### src/rtl/wdog_twopass.sv
module wdog_twopass #(
  parameter int VERSION    = 1,
  parameter int CNT_W      = 10,
  parameter int INIT_RESET = 64,
  parameter int MIN_INIT   = 4
) (
  input  logic             clk,
  input  logic             por_n,
  input  logic             tick,
  input  logic             bus_wr,
  input  logic [1:0]       bus_addr,
  input  logic [CNT_W-1:0] bus_wdata,
  output logic [CNT_W-1:0] bus_rdata,
  output logic             wdt_irq,
  output logic             wdt_rst_req,
  output logic             rst_seen
);

  localparam logic [1:0] A_KICK = 2'd0;
  localparam logic [1:0] A_INIT = 2'd1;
  localparam logic [1:0] A_STS  = 2'd2;
  localparam logic [1:0] A_CTRL = 2'd3;
  localparam int TO_BIT   = 3;
  localparam int SEEN_BIT = 0;
  localparam logic [CNT_W-1:0] INIT_V = CNT_W'(INIT_RESET);
  localparam logic [CNT_W-1:0] MIN_V  = CNT_W'(MIN_INIT);
  localparam bit TWO_PASS = (VERSION == 1);

  logic [CNT_W-1:0] cnt_q, init_q;
  logic             to_q, halt_q, irq_q, rst_q, seen_q;

  wire wr_kick = bus_wr && (bus_addr == A_KICK) && bus_wdata[0];
  wire wr_init = bus_wr && (bus_addr == A_INIT) && (bus_wdata >= MIN_V);
  wire wr_clr  = bus_wr && (bus_addr == A_STS) && bus_wdata[TO_BIT];
  wire wr_ctrl = bus_wr && (bus_addr == A_CTRL);

  wire step   = tick && !halt_q;
  wire expire = step && (cnt_q == '0);
  wire first  = expire && TWO_PASS && !to_q;
  wire fire   = expire && (!TWO_PASS || to_q);

  always_ff @(posedge clk or negedge por_n) begin
    if (!por_n) begin
      cnt_q <= INIT_V;
    end else if (wr_kick || expire) begin
      cnt_q <= init_q;
    end else if (step) begin
      cnt_q <= cnt_q - CNT_W'(1);
    end
  end

  always_ff @(posedge clk or negedge por_n) begin
    if (!por_n) init_q <= INIT_V;
    else if (wr_init) init_q <= bus_wdata;
  end

  always_ff @(posedge clk or negedge por_n) begin
    if (!por_n) halt_q <= 1'b0;
    else if (wr_ctrl) halt_q <= bus_wdata[0];
  end

  always_ff @(posedge clk or negedge por_n) begin
    if (!por_n) to_q <= 1'b0;
    else if (first) to_q <= 1'b1;
    else if (wr_clr) to_q <= 1'b0;
  end

  always_ff @(posedge clk or negedge por_n) begin
    if (!por_n) begin
      irq_q  <= 1'b0;
      rst_q  <= 1'b0;
      seen_q <= 1'b0;
    end else begin
      irq_q <= first;
      rst_q <= fire;
      if (fire) seen_q <= 1'b1;
    end
  end

  logic [CNT_W-1:0] sts_word, ctrl_word;
  always_comb begin
    sts_word = '0;
    sts_word[TO_BIT] = to_q;
    sts_word[SEEN_BIT] = seen_q;
    ctrl_word = '0;
    ctrl_word[0] = halt_q;
  end

  always_comb begin
    unique case (bus_addr)
      A_KICK:  bus_rdata = cnt_q;
      A_INIT:  bus_rdata = init_q;
      A_STS:   bus_rdata = sts_word;
      default: bus_rdata = ctrl_word;
    endcase
  end

  assign wdt_irq     = irq_q;
  assign wdt_rst_req = rst_q;
  assign rst_seen    = seen_q;

endmodule

### config.mk
export PLATFORM = sky130hd
export DESIGN_NAME = wdog_twopass
export DESIGN_NICKNAME = d
export VERILOG_FILES = /design/src/rtl/wdog_twopass.sv
export SDC_FILE = /design/constraint.sdc
export NUM_CORES = 1
export LEC_CHECK = 0
export BUFFER_PORTS_ARGS = -buffer_cell sky130_fd_sc_hd__buf_4
export CORE_MARGIN = 2
export CORE_UTILIZATION = 48
export DETAILED_ROUTE_END_ITERATION = 10
export GPL_ROUTABILITY_DRIVEN = 0
export PLACE_DENSITY = 0.81
export REMOVE_ABC_BUFFERS = 1
export SKIP_CTS_REPAIR_TIMING = 1
export SYNTH_ARGS = -nofsm -noshare
export SYNTH_HDL_FRONTEND = slang
export SYNTH_SLANG_ARGS = --single-unit
### constraint.sdc
create_clock -name clk -period 2.06 [get_ports clk]
set_input_delay 0.309 -clock clk [delete_from_list [all_inputs] [get_ports clk]]
set_output_delay 0.309 -clock clk [all_outputs]
set_load 0.01 [all_outputs]
==> impl_metrics.py, run 1 <==
metrics = {
    "floorplanning": {
        "die_h_um": 58.35,
        "boundaryPins": 29,
        "die_area_um2": 3404,
        "rows": 19,
        "fp.dieW_um": 58.35,
        "start_util_pct": 50.97,
        "core_um2": 2781,
    },
    "power_and_ir_drop": {
        "p_leak_nw": 0.8065,
        "p_total_mw": 1.877,
        "power.density_nw_per_um2": 1059,
        "ir_worst_vdd_v": 0.0007281,
    },
    "timing": {
        "fin_crit_ns": 1.975,
        "tightest_slew_ns": 0.4212,
        "setup_ws_ns": 0.08520,
        "whs_ns": 0.2157,
        "fin_tns_setup_ns": 0,
        "fin_worst_skew_ns": 0.0008887,
        "min_period_over_period_pct": 95.86,
        "max_freq_mhz": 506.4,
        "hold_viol_final": 0,
        "slew_viol_final": 0,
        "slew_headroom_pct": 71.70,
        "rsz0062_at_grt": "no",
        "setup_viol": 0,
    },
    "synthesis": {
        "synth_top_area_share_pct": 40.60,
        "synth_flop_cell": "dfrtp_1",
        "avgSynthCellArea_um2": 11.43,
        "yosys_warnings": 0,
        "ys_top_cells_by_area": "dfrtp_1 41%, mux2_2 8.7%, mux2i_1 7.1%",
        "synth_top_area_cell": "dfrtp_1",
        "post_synth_most_frequent_cells": "23 x dfrtp_1, 12 x nor2_1, 11 x mux2_2",
        "synth_area_um2": 1418,
        "synth.distinct_cells": 42,
        "ys_seq_elements": 25,
        "synthCells": 124,
        "yosysMostFrequentCell": "dfrtp_1",
        "seq_area_frac_synth_pct": 44.31,
        "synthArstFlopShare_pct": 100.0,
        "synth-edff-count": 0,
    },
    "global_route": {
        "grt_max_degree": 26,
        "grt_pass1_vias": 1152,
        "grt_usage_pct": 21.02,
        "antenna_found_initial": 0,
        "grt.overflow.total": 0,
        "grt_pass1_wl_um": 5451,
    },
    "routing": {
        "top_layer_used": "met4",
        "drt_pass1_iterations": 4,
        "ant_nets": 0,
        "drc": 0,
        "drt_iter0_markers": 30,
        "dr_wl_met2_um": 1772,
        "drt-total-wl_um": 3374,
        "wl_per_cell_um": 17.39,
        "met1_length_um": 1379,
        "vias": 1162,
        "routed_via_density": 5.990,
        "dr_wl_met3_um": 180,
    },
    "worst_hold_path": {
        "hp-class": "input pin to register",
    },
    "critical_path": {
        "worstPathRequired_ns": 2.28,
        "critPathMaxFanout": 8,
        "crit_path_start_kind": "register",
        "worst_setup_path_end_kind": "register",
        "worstPathArrival_ns": 2.19,
        "path_class": "register to register",
    },
    "final_layout": {
        "nets": 181,
        "stdcell_area_um2": 1773,
        "area_growth_pct": 25.07,
        "drive_above_1_share_pct": 42.33,
        "insertedDiodeCount": 0,
    },
    "placement": {
        "dpl_worst_slack_ns": 0.08695,
        "placedInstanceArea_um2": 1715,
        "io_buffers": 28,
        "hpwlAfterDp_um": 2600,
    },
    "clock_tree": {
        "cts_max_level": 1,
        "tritoncts": "yes",
        "clockBufferDepth": 2,
        "clock-root-buffer": "clkbuf_4",
        "clock-sinks": 25,
        "cts_buffers": 3,
        "clk_latency_ns": 0.31,
        "clkTransAtPathRegs_ns": 0.13,
    },
    "run": {
        "cap_violations": 0,
    },
    "run_status": {
        "outcome": "finished, final reports clean",
    },
}
==> cell type report <==
type	count	area [um2]
Clock buffer	4	26.28
Fill cell	212	1008
Inverter	2	7.507
Multi-Input combinational cell	92	763.2
Sequential cell	25	630.6
Tap cell	31	38.79
Timing Repair Buffer	40	306.5
==> stage by stage <==
| step | util [%] | cells |
|---|---|---|
| final | 63.74 | 194 |
| after floorplan | - | 119 |
| after global routing | 63.74 | 194 |
| after CTS | 62.62 | 192 |
| after detailed placement | 61.67 | 188 |
| after global placement | 61.67 | 188 |
==> kinds of logic (layout without fill, tap and decap cells) <==
kind of cell,after synthesis,in the layout,share of synthesized area [%]
compound gates,17,17,8.739
xor+xnor,4,4,2.472
fa+ha+maj,1,1,0.8825
buf+inv,7,46,2.383
flops,25,25,44.31
mux,26,26,21.62
simple gates,44,44,19.59
==> critical path, stage by stage, from the launching register on <==
cell,delay (ns)
dfrtp_1,0.43
or4b_4,0.58
nor4_4,0.27
nand2b_1,0.15
buf_6,0.15
mux2_4,0.30
==> placed cells by master (no fill, tap or decap), types with 3 or more instances in the layout <==
cell type / instances
buf_4: 38
nand2_1: 3
mux2i_1: 10
nor3_1: 7
nor2_1: 12
o21ai_0: 6
nand4b_1: 3
mux2_2: 11
xnor2_1: 3
dfrtp_1: 21
mux2_4: 4
clkbuf_4: 3
==> metal layers <==
layer	track usage (%)	vias up
li1	-	538
met1	27.95	565
met2	36.12	51
met3	1.978	8
met4	6.977	0
met5	0	-
==> where the power goes <==
| group | internal (mW) | switching [mW] | leakage (nW) |
|---|---|---|---|
| clock | 0.0757 | 0.145 | 0.0150 |
| combinational | 0.441 | 0.371 | 0.489 |
| sequential | 0.657 | 0.188 | 0.303 |
==> path summary, 6_finish.rpt <==
kind / startpoint / to / slack, ns / cells after the start
max reg2reg: cnt_q[2] / cnt_q[0] / 0.09 / 5
max: cnt_q[2] / cnt_q[0] / 0.09 / 5
min reg2reg: init_q[6] / cnt_q[6] / 0.51 / 1
max in group asynchronous: por_n / cnt_q[6] / 1.35 / 2
min: bus_wdata[1] / init_q[1] / 0.22 / 2
min in group asynchronous: por_n / rst_seen / 0.41 / 2
==> state kept, by name, summed over array words and instances (netlist names) <==
register     cells
cnt_q           10
halt_q           1
init_q          10
rst_seen         1
to_q             1
wdt_irq          1
wdt_rst_req      1
No activity file was read; power rests on OpenSTA's default activity.
==> inputs of run 2 (changes only) <==
--- a/config.mk
+++ b/config.mk
@@ -7,10 +7,10 @@
 export LEC_CHECK = 0
 export BUFFER_PORTS_ARGS = -buffer_cell sky130_fd_sc_hd__buf_4
 export CORE_MARGIN = 2
-export CORE_UTILIZATION = 48
+export CORE_UTILIZATION = 45
 export DETAILED_ROUTE_END_ITERATION = 10
 export GPL_ROUTABILITY_DRIVEN = 0
-export PLACE_DENSITY = 0.81
+export PLACE_DENSITY = 0.77
 export REMOVE_ABC_BUFFERS = 1
 export SKIP_CTS_REPAIR_TIMING = 1
 export SYNTH_ARGS = -nofsm -noshare
==> run 2 against run 1 <==
Net effect:
- first-iteration DRC count is 6.7% higher
- global-route usage is 0.37 points lower
- worst hold slack worse by 0.017 ns
- non-clock buffer count is 3 higher
- critical path type unchanged
- largest power group is now combinational logic
- highest routed layer unchanged
==> impl_metrics.py, run 2 (same netlist as run 1, synthesis figures left out) <==
metrics = {
    "global_route": {
        "grt_max_degree": 26,
        "grt_pass1_vias": 1144,
        "grt_pass1_wl_um": 5451,
        "grt_usage_pct": 20.65,
        "antenna_found_initial": 0,
        "grt.overflow.total": 0,
    },
    "power_and_ir_drop": {
        "ir_worst_vdd_v": 0.0004743,
        "p_leak_nw": 0.8174,
        "p_total_mw": 1.867,
        "power.density_nw_per_um2": 1038,
    },
    "critical_path": {
        "critical-path-max-stage-delay_ns": 0.53,
        "path_class": "register to register",
        "worst_setup_path_end_kind": "register",
        "timing.critical_path.cells": "or4b_4 -> nor4_4 -> nand2b_1 -> buf_4 -> mux2_4",
        "worstPathArrival_ns": 2.22,
        "worstPathRequired_ns": 2.28,
        "slowest_stage": "or4b_4",
        "cp_top_family": "simple AND/OR/NAND/NOR gates",
        "critPathMaxFanout": 8,
        "cp_num_buf_inv": 1,
        "crit_path_start_kind": "register",
    },
    "floorplanning": {
        "boundaryPins": 29,
        "die_area_um2": 3615,
        "fp.dieW_um": 60.13,
        "core_um2": 3028,
        "die_h_um": 60.13,
        "rows": 20,
        "start_util_pct": 46.82,
    },
    "routing": {
        "drc": 0,
        "drt_pass1_iterations": 4,
        "routed_via_density": 5.505,
        "ant_nets": 0,
        "drt_iter0_markers": 32,
        "wl_per_cell_um": 15.87,
        "drt-total-wl_um": 3333,
        "vias": 1156,
    },
    "clock_tree": {
        "cts_max_level": 1,
        "clock-sinks": 25,
        "tritoncts": "yes",
        "cts_buffers": 3,
        "clkTransAtPathRegs_ns": 0.15,
        "clockBufferDepth": 2,
        "clk_latency_ns": 0.33,
        "clock-root-buffer": "clkbuf_4",
    },
    "timing": {
        "min_period_over_period_pct": 97.12,
        "setup_viol": 0,
        "tightest_slew_ns": 0.3803,
        "rsz0062_at_grt": "no",
        "hold_viol_final": 0,
        "fin_worst_skew_ns": 0.01450,
        "setup_ws_ns": 0.05927,
        "max_freq_mhz": 499.8,
        "slew_headroom_pct": 74.41,
        "slew_viol_final": 0,
        "fin_tns_setup_ns": 0,
        "fin_crit_ns": 2.001,
    },
    "final_layout": {
        "drive_above_1_share_pct": 41.57,
        "final_common_cell": "buf_4",
        "nets": 184,
        "area_growth_pct": 26.83,
        "postLayoutCoreUtil_pct": 59.38,
        "register_area_um2": 628.1,
        "stdcell_area_um2": 1798,
        "layout_common_cells": "42 x buf_4, 23 x dfrtp_1, 12 x nor2_1",
        "insertedDiodeCount": 0,
        "top_regs": "cnt_q x10, init_q x10",
        "n_fill_cell": 259,
        "multi_input_area_um2": 755.7,
    },
    "placement": {
        "io_buffers": 28,
        "dpl_worst_slack_ns": 0.1128,
        "placedInstanceArea_um2": 1732,
        "hpwlAfterDp_um": 2459,
    },
    "worst_hold_path": {
        "hp-class": "input pin to register",
    },
    "run": {
        "cap_violations": 0,
    },
    "run_status": {
        "outcome": "finished, final reports clean",
    },
}
run 2: report_power, final:
| group | leakage [nW] | internal (mW) | switching [mW] |
|---|---|---|---|
| Combinational | 0.498 | 0.454 | 0.367 |
| Sequential | 0.305 | 0.654 | 0.165 |
| Clock | 0.0150 | 0.0759 | 0.152 |
| Total | 0.817 | 1.18 | 0.684 |
run 2: path summary, 6_finish.rpt:
check	depth (start not counted)	startpoint	slack, ns	endpoint
max	5	halt_q	0.06	cnt_q[9]
min	2	bus_wdata[1]	0.20	init_q[1]
max reg2reg	5	halt_q	0.06	cnt_q[9]
min reg2reg	1	to_q	0.50	wdt_irq
max in group asynchronous	2	por_n	1.35	cnt_q[6]
min in group asynchronous	2	por_n	0.40	wdt_rst_req
run 2: layout make-up:
| type | instances | area share [%] |
|---|---|---|
| clock buffer | 4 | 1.461 |
| inverter | 2 | 0.4175 |
| multi-input combinational | 92 | 42.03 |
| sequential | 25 | 34.93 |
| tap | 44 | 3.062 |
| timing repair buffer | 43 | 18.09 |
run 2: through the flow:
| stage | hold slack (ns) | cells |
|---|---|---|
| after global routing | 0.1895 | 210 |
| after global placement | 0.2298 | 201 |
| after detailed placement | 0.2367 | 201 |
| after CTS | -0.1342 | 205 |
| after floorplan | 0.01341 | 119 |
| final | 0.1984 | 210 |
run 2: layer usage:
metal | wire [um] | share of wire [%] | GRT usage [%] | vias to the layer above
li1 | - | - | - | 548
met1 | 1508 | 45 | 27.43 | 583
met2 | 1687 | 51 | 34.78 | 21
met3 | 90 | 2.7 | 1.948 | 4
met4 | 46 | 1.4 | 7.619 | 0
met5 | 0 | 0 | 0 | -
run 2: worst register-to-register path, stage by stage (launching register included):
cell,delay [ns]
dfrtp_1,0.45
or4b_4,0.53
nor4_4,0.29
nand2b_1,0.13
buf_4,0.18
mux2_4,0.31
==> inputs of run 3 (changes only) <==
--- a/config.mk
+++ b/config.mk
@@ -6,6 +6,7 @@
 export NUM_CORES = 1
 export LEC_CHECK = 0
 export BUFFER_PORTS_ARGS = -buffer_cell sky130_fd_sc_hd__buf_4
+export CORE_ASPECT_RATIO = 2
 export CORE_MARGIN = 2
 export CORE_UTILIZATION = 45
 export DETAILED_ROUTE_END_ITERATION = 10
==> run 3 against run 2 <==
Net effect:
- clock power rose by 28%
- global-route usage down 1.3 points
- first-iteration DRC count increased by 19%
- count of clock-buffer cells in the layout unchanged
- sequential cell count unchanged
- non-clock buffer count is 7 lower
- critical path depth unchanged
- register-to-register slack gained 0.03 ns
- clock skew decreased by 0.011 ns
- sequential share of layout area rose by 0.74 points
==> impl_metrics.py, run 3 (same netlist as run 1, synthesis figures left out) <==
metrics = {
    "floorplanning": {
        "fp.dieW_um": 43.69,
        "die_area_um2": 3642,
        "start_util_pct": 47.61,
        "boundaryPins": 29,
        "rows": 28,
        "die_h_um": 83.38,
        "core_um2": 2978,
    },
    "worst_hold_path": {
        "hold_depth": 2,
        "min-delay-start": "bus_wdata[1]",
        "whs_endpoint": "init_q[1]",
        "hp-class": "input pin to register",
    },
    "placement": {
        "io_buffers": 28,
        "place_inst": 184,
        "hpwlAfterDp_um": 2507,
    },
    "global_route": {
        "grt_max_degree": 26,
        "grt_pass1_wl_um": 5478,
        "grt_usage_pct": 19.39,
        "grt_pass1_vias": 1190,
        "grt.overflow.total": 0,
        "antenna_found_initial": 0,
    },
    "power_and_ir_drop": {
        "seqPwrFrac_pct": 42.4,
        "p_int_mw": 1.241,
        "p_total_mw": 1.937,
        "clockPowerShare_pct": 15.0,
        "p_switching_mw": 0.6965,
        "power.density_nw_per_um2": 1100,
        "p_leak_nw": 0.7948,
        "switching_share_pct": 35.95,
        "pwr-share-comb_pct": 42.6,
        "ir_worst_vdd_v": 0.0005428,
    },
    "timing": {
        "slew_headroom_pct": 45.32,
        "tightest_slew_ns": 0.8187,
        "max_freq_mhz": 507.2,
        "slew_viol_final": 0,
        "min_period_over_period_pct": 95.71,
        "hold_viol_final": 0,
        "fin_crit_ns": 1.972,
        "setup_viol": 0,
        "fin_worst_skew_ns": 0.003339,
        "fin_tns_setup_ns": 0,
        "rsz0062_at_grt": "no",
    },
    "run_status": {
        "outcome": "finished, final reports clean",
    },
    "routing": {
        "drt-total-wl_um": 3273,
        "drc": 0,
        "vias": 1107,
        "ant_nets": 0,
        "wl_per_cell_um": 17.32,
        "drt_iter0_markers": 38,
        "drt_pass1_iterations": 4,
        "routed_via_density": 5.857,
    },
    "clock_tree": {
        "cts_buffers": 3,
        "clock-sinks": 25,
        "clockBufferDepth": 2,
        "clkTransAtPathRegs_ns": 0.08,
        "tritoncts": "yes",
        "clock-root-buffer": "clkbuf_8",
        "clk_latency_ns": 0.27,
        "cts_max_level": 1,
    },
    "final_layout": {
        "register_area_um2": 628.1,
        "top_regs": "cnt_q x10, init_q x10",
        "nets": 177,
        "area_growth_pct": 24.18,
        "insertedDiodeCount": 0,
        "final_common_cell": "buf_4",
        "drive_above_1_share_pct": 40.25,
        "layout.cells.non_filler": 189,
        "multi_input_area_um2": 765.7,
        "n_fill_cell": 242,
        "layout_common_cells": "34 x buf_4, 23 x dfrtp_1, 12 x nor2_1",
    },
    "critical_path": {
        "worstReg2RegStart": "halt_q",
        "rrSetupSlack_ns": 0.09,
        "worstPathRequired_ns": 2.22,
        "rr_worst_depth": 5,
        "critPathMaxFanout": 8,
        "r2r_end": "cnt_q[0]",
        "worstPathArrival_ns": 2.13,
        "worst_setup_path_end_kind": "register",
        "crit_path_start_kind": "register",
        "path_class": "register to register",
    },
    "run": {
        "cap_violations": 0,
    },
}
-- run 3: cell types whose count changed in the layout (fill, tap and decap cells not counted) --
| cell | before | now |
|---|---|---|
| clkbuf_8 | 0 | 3 |
| ha_2 | 0 | 1 |
| ha_1 | 1 | 0 |
| buf_6 | 0 | 1 |
| nand2b_1 | 3 | 2 |
| nand2b_4 | 0 | 1 |
| clkbuf_4 | 3 | 0 |
| buf_4 | 42 | 34 |
-- run 3: per-layer routing --
| layer | GRT usage [%] | vias to the layer above | wire (um) |
|---|---|---|---|
| met4 | 7.438 | 0 | 53 |
| met1 | 22.10 | 544 | 1238 |
| met5 | 0 | - | 0 |
| met2 | 35.03 | 25 | 1891 |
| li1 | - | 532 | - |
| met3 | 1.739 | 6 | 89 |
-- run 3: cell type report --
class | instances | share of cell area [%]
Clock buffer | 4 | 2.559
Inverter | 2 | 0.4264
Tap cell | 30 | 2.132
Multi-Input combinational cell | 92 | 43.50
Timing Repair Buffer | 36 | 15.71
Sequential cell | 25 | 35.68
-- run 3: power groups by stage --
stage                     combinational [mW]  clock (mW)  sequential (mW)
after floorplan                        0.502           0            0.798
after global placement                 0.771           0            0.814
after detailed placement               0.799           0            0.825
after CTS                              0.807       0.295            0.818
after global routing                   0.905       0.313            0.843
final                                  0.824       0.291            0.822
-- run 3: worst max-delay path by stage --
stage	startpoint	endpoint	slack, ns	depth (start not counted)
2_1_floorplan	cnt_q[2]	cnt_q[0]	0.006	4
3_5_place_dp	halt_q	cnt_q[5]	0.07	5
4_1_cts	halt_q	cnt_q[0]	0.05	5
6_report	halt_q	cnt_q[0]	0.09	5
3_3_place_gp	halt_q	cnt_q[5]	0.14	5
5_1_grt	halt_q	cnt_q[0]	0.007	5
-- run 3: worst max-delay path, stage by stage, from the launching register on --
cell and delay [ns]:
dfrtp_1 0.43, or4b_4 0.53, nor4_4 0.29, nand2b_1 0.16, buf_6 0.15, mux2_4 0.30
-- run 3: per-stage QoR --
step,hold slack (ns),cell area (um2),util [%],setup slack [ns]
final,0.2763,1760,59.12,0.08840
after global routing,0.2786,1760,59.12,0.007473
after CTS,-0.05936,1737,58.32,0.05000
after detailed placement,0.2308,1692,56.81,0.06530
after global placement,0.2216,1692,56.81,0.1419
after floorplan,0.01341,1391,-,0.006304
